[src/rtl/subout_pkg.sv]
package subout_pkg;

  // Kind of frame decided at capture time
  typedef enum logic [1:0] {
    FRM_NORMAL = 2'd0,
    FRM_SYNC0  = 2'd1,
    FRM_SYNC1  = 2'd2
  } frm_kind_e;

  localparam int unsigned SUB_BITS = 8;

endpackage

[src/rtl/subout_edge.sv]
module subout_edge #(
  parameter int unsigned STAGES      = 2,
  parameter bit          DETECT_RISE = 1'b1
) (
  input  logic clk,
  input  logic rst_n,
  input  logic async_i,
  output logic edge_o
);

  logic [STAGES-1:0] sync_q;
  logic [STAGES-1:0] sync_n;
  logic              hist_q;
  logic              hist_n;
  logic              lvl;

  always_comb begin
    sync_n = {sync_q[STAGES-2:0], async_i};
    hist_n = lvl;
  end

  assign lvl = sync_q[STAGES-1];

  always_ff @(posedge clk or negedge rst_n) begin
    if (!rst_n) begin
      sync_q <= '0;
      hist_q <= 1'b0;
    end else begin
      sync_q <= sync_n;
      hist_q <= hist_n;
    end
  end

  generate
    if (DETECT_RISE) begin : g_rise
      assign edge_o = lvl & ~hist_q;
    end else begin : g_fall
      assign edge_o = ~lvl & hist_q;
    end
  endgenerate


  edge_single_pulse_chk: assert property (@(posedge clk) disable iff (!rst_n)
    edge_o |=> !edge_o);

endmodule

[src/rtl/subout_qual.sv]
module subout_qual
  import subout_pkg::*;
(
  input  logic      clk,
  input  logic      rst_n,
  input  logic      frame_ld_i,
  input  logic      s0_i,
  input  logic      s1_i,
  output frm_kind_e kind_o
);

  logic prev_s0_q;
  logic prev_s0_n;
  logic prev_en;

  assign prev_en = frame_ld_i;

  always_comb begin
    prev_s0_n = prev_s0_q;
    if (prev_en) prev_s0_n = s0_i;
  end

  always_ff @(posedge clk or negedge rst_n) begin
    if (!rst_n) prev_s0_q <= 1'b0;
    else        prev_s0_q <= prev_s0_n;
  end

  always_comb begin
    if (s0_i)                   kind_o = FRM_SYNC0;
    else if (s1_i && prev_s0_q) kind_o = FRM_SYNC1;
    else                        kind_o = FRM_NORMAL;
  end

endmodule

[src/rtl/subout_shift.sv]
module subout_shift
  import subout_pkg::*;
#(
  parameter int unsigned SUB_W = SUB_BITS
) (
  input  logic             clk,
  input  logic             rst_n,
  input  logic             load_i,
  input  logic             shift_i,
  input  frm_kind_e        kind_i,
  input  logic [SUB_W-1:0] byte_i,
  output logic             sd_o
);

  localparam int unsigned SR_W  = SUB_W + 1;
  localparam int unsigned CNT_W = $clog2(SUB_W + 2);

  logic [SR_W-1:0]  sr_q, sr_n;
  logic [CNT_W-1:0] cnt_q, cnt_n;

  always_comb begin
    sr_n  = sr_q;
    cnt_n = cnt_q;
    if (load_i) begin
      unique case (kind_i)
        FRM_SYNC0: begin
          sr_n  = {1'b1, byte_i};
          cnt_n = CNT_W'(SR_W);
        end
        FRM_SYNC1: begin
          sr_n  = {1'b0, byte_i};
          cnt_n = CNT_W'(SR_W);
        end
        default: begin
          sr_n  = {byte_i, 1'b0};
          cnt_n = CNT_W'(SUB_W);
        end
      endcase
    end else if (shift_i) begin
      sr_n  = {sr_q[SR_W-2:0], 1'b0};
      cnt_n = (cnt_q != '0) ? cnt_q - 1'b1 : '0;
    end
  end

  always_ff @(posedge clk or negedge rst_n) begin
    if (!rst_n) begin
      sr_q  <= '0;
      cnt_q <= '0;
    end else begin
      sr_q  <= sr_n;
      cnt_q <= cnt_n;
    end
  end

  assign sd_o = sr_q[SR_W-1];


  tail_zero_chk: assert property (@(posedge clk) disable iff (!rst_n)
    (cnt_q == '0) |-> (sr_q == '0));


  shift_order_chk: assert property (@(posedge clk) disable iff (!rst_n)
    (shift_i && !load_i) |=> (sd_o == $past(sr_q[SR_W-2])));


  hold_idle_chk: assert property (@(posedge clk) disable iff (!rst_n)
    (!shift_i && !load_i) |=> $stable(sd_o));

endmodule

[src/rtl/subcode_serial_port.sv]
module subcode_serial_port
  import subout_pkg::*;
#(
  parameter int unsigned SYNC_STAGES = 2,
  parameter int unsigned SUB_W       = SUB_BITS
) (
  input  logic             clk,
  input  logic             rst_n,
  input  logic             frame_clk_i,
  input  logic             read_clk_i,
  input  logic [SUB_W-1:0] sub_byte_i,
  input  logic             s0_det_i,
  input  logic             s1_det_i,
  output logic             sub_sd_o
);

  localparam int unsigned N_CLK = 2;

  // Reset: asserted asynchronously, released on a clock edge
  logic [1:0] rst_sync_q;
  logic       rst_int_n;

  always_ff @(posedge clk or negedge rst_n) begin
    if (!rst_n) rst_sync_q <= 2'b00;
    else        rst_sync_q <= {rst_sync_q[0], 1'b1};
  end

  assign rst_int_n = rst_sync_q[1];

  // Index 0: frame clock rising edge, index 1: read clock falling edge
  logic [N_CLK-1:0] clk_in;
  logic [N_CLK-1:0] clk_evt;

  assign clk_in = {read_clk_i, frame_clk_i};

  generate
    for (genvar g = 0; g < N_CLK; g++) begin : g_edge
      subout_edge #(
        .STAGES     (SYNC_STAGES),
        .DETECT_RISE(g == 0)
      ) u_edge (
        .clk    (clk),
        .rst_n  (rst_int_n),
        .async_i(clk_in[g]),
        .edge_o (clk_evt[g])
      );
    end
  endgenerate

  logic      frame_ld;
  logic      bit_shift;
  frm_kind_e kind;

  assign frame_ld  = clk_evt[0];
  assign bit_shift = clk_evt[1];

  subout_qual u_qual (
    .clk       (clk),
    .rst_n     (rst_int_n),
    .frame_ld_i(frame_ld),
    .s0_i      (s0_det_i),
    .s1_i      (s1_det_i),
    .kind_o    (kind)
  );

  subout_shift #(.SUB_W(SUB_W)) u_shift (
    .clk    (clk),
    .rst_n  (rst_int_n),
    .load_i (frame_ld),
    .shift_i(bit_shift),
    .kind_i (kind),
    .byte_i (sub_byte_i),
    .sd_o   (sub_sd_o)
  );


  s0_flag_high_chk: assert property (@(posedge clk) disable iff (!rst_int_n)
    (frame_ld && s0_det_i) |=> sub_sd_o);


  s1_flag_low_chk: assert property (@(posedge clk) disable iff (!rst_int_n)
    (frame_ld && kind == FRM_SYNC1) |=> !sub_sd_o);


  normal_first_p_chk: assert property (@(posedge clk) disable iff (!rst_int_n)
    (frame_ld && kind == FRM_NORMAL) |=> (sub_sd_o == $past(sub_byte_i[SUB_W-1])));


  reset_low_chk: assert property (@(posedge clk)
    (!rst_int_n) |=> !sub_sd_o);

endmodule

[config.mk]
export PLATFORM = sky130hd
export DESIGN_NAME = subcode_serial_port
export DESIGN_NICKNAME = d
export VERILOG_FILES = /design/src/rtl/subout_pkg.sv /design/src/rtl/subout_edge.sv /design/src/rtl/subout_qual.sv /design/src/rtl/subout_shift.sv /design/src/rtl/subcode_serial_port.sv
export SDC_FILE = /design/constraint.sdc
export NUM_CORES = 1
export LEC_CHECK = 0
export BUFFER_PORTS_ARGS = -buffer_cell sky130_fd_sc_hd__buf_4
export CORE_MARGIN = 2
export CORE_UTILIZATION = 51
export DETAILED_ROUTE_END_ITERATION = 8
export GPL_ROUTABILITY_DRIVEN = 0
export GPL_TIMING_DRIVEN = 1
export PLACE_DENSITY_LB_ADDON = 0.25
export SYNTH_ARGS = -nofsm -noshare
export SYNTH_HDL_FRONTEND = slang
export SYNTH_SLANG_ARGS = --single-unit
[constraint.sdc]
create_clock -name clk -period 0.8 [get_ports clk]
set_input_delay 0.12 -clock clk [delete_from_list [all_inputs] [get_ports clk]]
set_output_delay 0.12 -clock clk [all_outputs]
set_load 0.01 [all_outputs]
==> flow_metrics.tcl <==
set metrics [dict create \
    synth_warnings 0 \
    startpoint_type "flip-flop" \
    antenna_found_initial 0 \
    rsz0062_at_grt "yes" \
    pwr-share-comb_pct 21.3 \
    final.setup.tns_ns -2.94 \
    setup_slack_ns -0.303 \
    syn-cell-area_sq_um 788 \
    synth-compound-area-share_pct 17.3 \
    syn_to_final_growth_pct 36.0 \
    crit_fanout 8 \
    leakage_nw 0.491 \
    grt_max_degree 17 \
    ir_drop_mv 1.15 \
    synthXorXnorAreaFrac_pct 0 \
    most-common-layout-cells "buf_4 (18), dfrtp_1 (17), nand2_1 (8), mux2i_1 (8), a22oi_1 (7)" \
    numCtsBuffers 3 \
    syn_nets 76 \
    violations "negative setup slack" \
    seq_area_frac_synth_pct 57.1 \
    die_w_microns 43.3 \
    post-route-period-util_pct 138 \
    die_y_microns 43.3 \
    synthMuxAreaShare_pct 12.1 \
    syn-instance-count 62 \
    cp-end-kind "flip-flop" \
    synth_top_family_by_area "compound AO/OA/AOI/OAI gates" \
    clockPowerShare_pct 26.8 \
    viasPerCell 5.49 \
    vias 576 \
    post_drt_wl_per_cell_microns 14.5 \
    drive_gt1_share_pct 43.8 \
    drv_cap 0 \
    yosysUniqueCellTypes 15 \
    gr-usage-all-layers_pct 19.0 \
    root_buffer "clkbuf_4" \
    finalHoldViolCount 0 \
    drv_slew 0 \
    hpwl_microns 1010 \
    cts_htree_levels 1 \
    route.antenna.remaining_nets 0 \
    cts_tree "yes" \
    ys_seq_elements 18 \
    cp.required_ns 0.99 \
    grt_overflow 0 \
    synthAdderAreaFrac_pct 0 \
    fin_crit_ns 1.10 \
    first_pass_iters 6 \
    yosysTopAreaCell "dfrtp_1" \
    p_int_mw 1.56 \
    skew_ns 0.00681 \
    clkSinkCount 18 \
    max_freq_mhz 907 \
    path_clk_slew_ns 0.10 \
    grt_pass1_wl_microns 2580 \
    pin_count 15 \
    cp.arrival_ns 1.29 \
    p_seq_share_pct 51.9 \
    layout_commonest_cell "buf_4" \
    antenna_cells 0 \
    hp-class "in2reg" \
    finalPower_mw 2.10 \
    die_area_sq_um 1880 \
    switching_share_pct 25.9 \
    synth.top_cell.area_share_pct 57.1 \
    status "finished with violations" \
    setup_viol 11 \
    start_util_pct 53.6 \
    rows 14 \
    power_density_nw_per_um2 1960 \
    post_synth.cell_area_avg_sq_um 12.7 \
    synth-simple-area-share_pct 8.73 \
    synth_top_cells_by_area "dfrtp_1 (57%), mux2i_1 (10%), a22oi_1 (6.7%)" \
    cts.path.max_buffers 2 \
    drc 0 \
    p_sw_mw 0.544 \
    nNetsFinal 104 \
    first_global_vias 593 \
    drt-initial-drc-count 8 \
    port_buffers 14 \
    clk-insertion-delay-late_ns 0.30 \
    coreArea_sq_um 1470 \
    wl_microns 1520 \
    critPathKind "reg2reg" \
]
power groups by stage:
| stage | combinational (mW) | sequential (mW) | clock, mW |
|---|---|---|---|
| global route | 0.484 | 1.10 | 0.610 |
| CTS | 0.436 | 1.09 | 0.583 |
| floorplan | 0.206 | 1.10 | 0 |
| detailed placement | 0.337 | 1.11 | 0 |
| finish | 0.449 | 1.09 | 0.564 |
| global placement | 0.330 | 1.10 | 0 |
final timing paths:
kind                                              start                           end  slack (ns)  depth (start not counted)
max reg2reg                u_qual.prev_s0_q$_DFFE_PN0P_   u_shift.sr_q[7]$_DFFE_PN0P_       -0.30                          4
min                                       sub_byte_i[0]   u_shift.sr_q[0]$_DFFE_PN0P_        0.08                          3
max in group asynchronous       rst_sync_q[1]$_DFF_PN0_  u_qual.prev_s0_q$_DFFE_PN0P_        0.45                          1
min reg2reg                     rst_sync_q[1]$_DFF_PN0_   u_shift.sr_q[8]$_DFFE_PN0P_        0.18                          1
min in group asynchronous                         rst_n       rst_sync_q[0]$_DFF_PN0_        0.11                          2
max                        u_qual.prev_s0_q$_DFFE_PN0P_   u_shift.sr_q[7]$_DFFE_PN0P_       -0.30                          4
metrics by stage:
step                setup slack, ns  hold slack (ns)  utilization (%)  area [sq um]  cells
floorplan                    -0.201           -0.176                -           788     62
global placement             -0.259          -0.0983             62.2           915     92
detailed placement           -0.282          -0.0955             62.2           915     92
CTS                          -0.291           0.0700             72.2          1060    105
global route                 -0.334           0.0812             72.9          1070    105
finish                       -0.303           0.0763             72.9          1070    105
registers in the layout, indices dropped and copies added (netlist names):
signal	cells
u_qual.prev_s0_q	1
g_edge.u_edge.hist_q	2
rst_sync_q	2
g_edge.u_edge.sync_q	4
u_shift.sr_q	9
worst max-delay path: stages, from the launching register on:
cell and delay (ns):
dfrtp_2 0.46, buf_12 0.14, a21o_4 0.23, nand2_1 0.08
a22oi_1 0.08
layout make-up:
type	instances	area [sq um]
multi-input combinational	41	325
fill	97	399
clock buffer	4	36.3
sequential	18	452
timing repair buffer	26	239
tap	16	20.0
timing repair:
item | CTS | global route
hold endpoints to repair | 4 | 0
pin swaps | 7 | 5
endpoints found under the setup margin | 11 | 11
hold buffers | 3 | 0
resized for setup | 7 | 3
buffers inserted | 6 | 0
cell families after synthesis:
logic type | Yosys count
buf+inv | 3
simple gates | 12
mux | 9
other cells | 1
compound gates | 19
flops | 18
routing by layer:
metal,vias to the layer above,wire (microns),share of wire [%],global-route usage (%)
met5,-,0,0,0
met4,0,55,3.6,11.5
met3,5,66,4.3,2.55
met2,19,747,49,29.9
met1,276,650,43,24.9
li1,276,-,-,-
synth_stat cells:
master and instances:
nor2b_4 1, nand2_1 9, a21oi_4 1, a21oi_1 8, nand2b_4 1, buf_6 3, mux2_4 1, dfrtp_1 18
a211oi_1 1, a22oi_1 7, conb_1 1, a21o_4 1, mux2i_1 8, o21ai_1 1, nand3b_1 1
No activity file was read; power rests on OpenSTA's default activity.
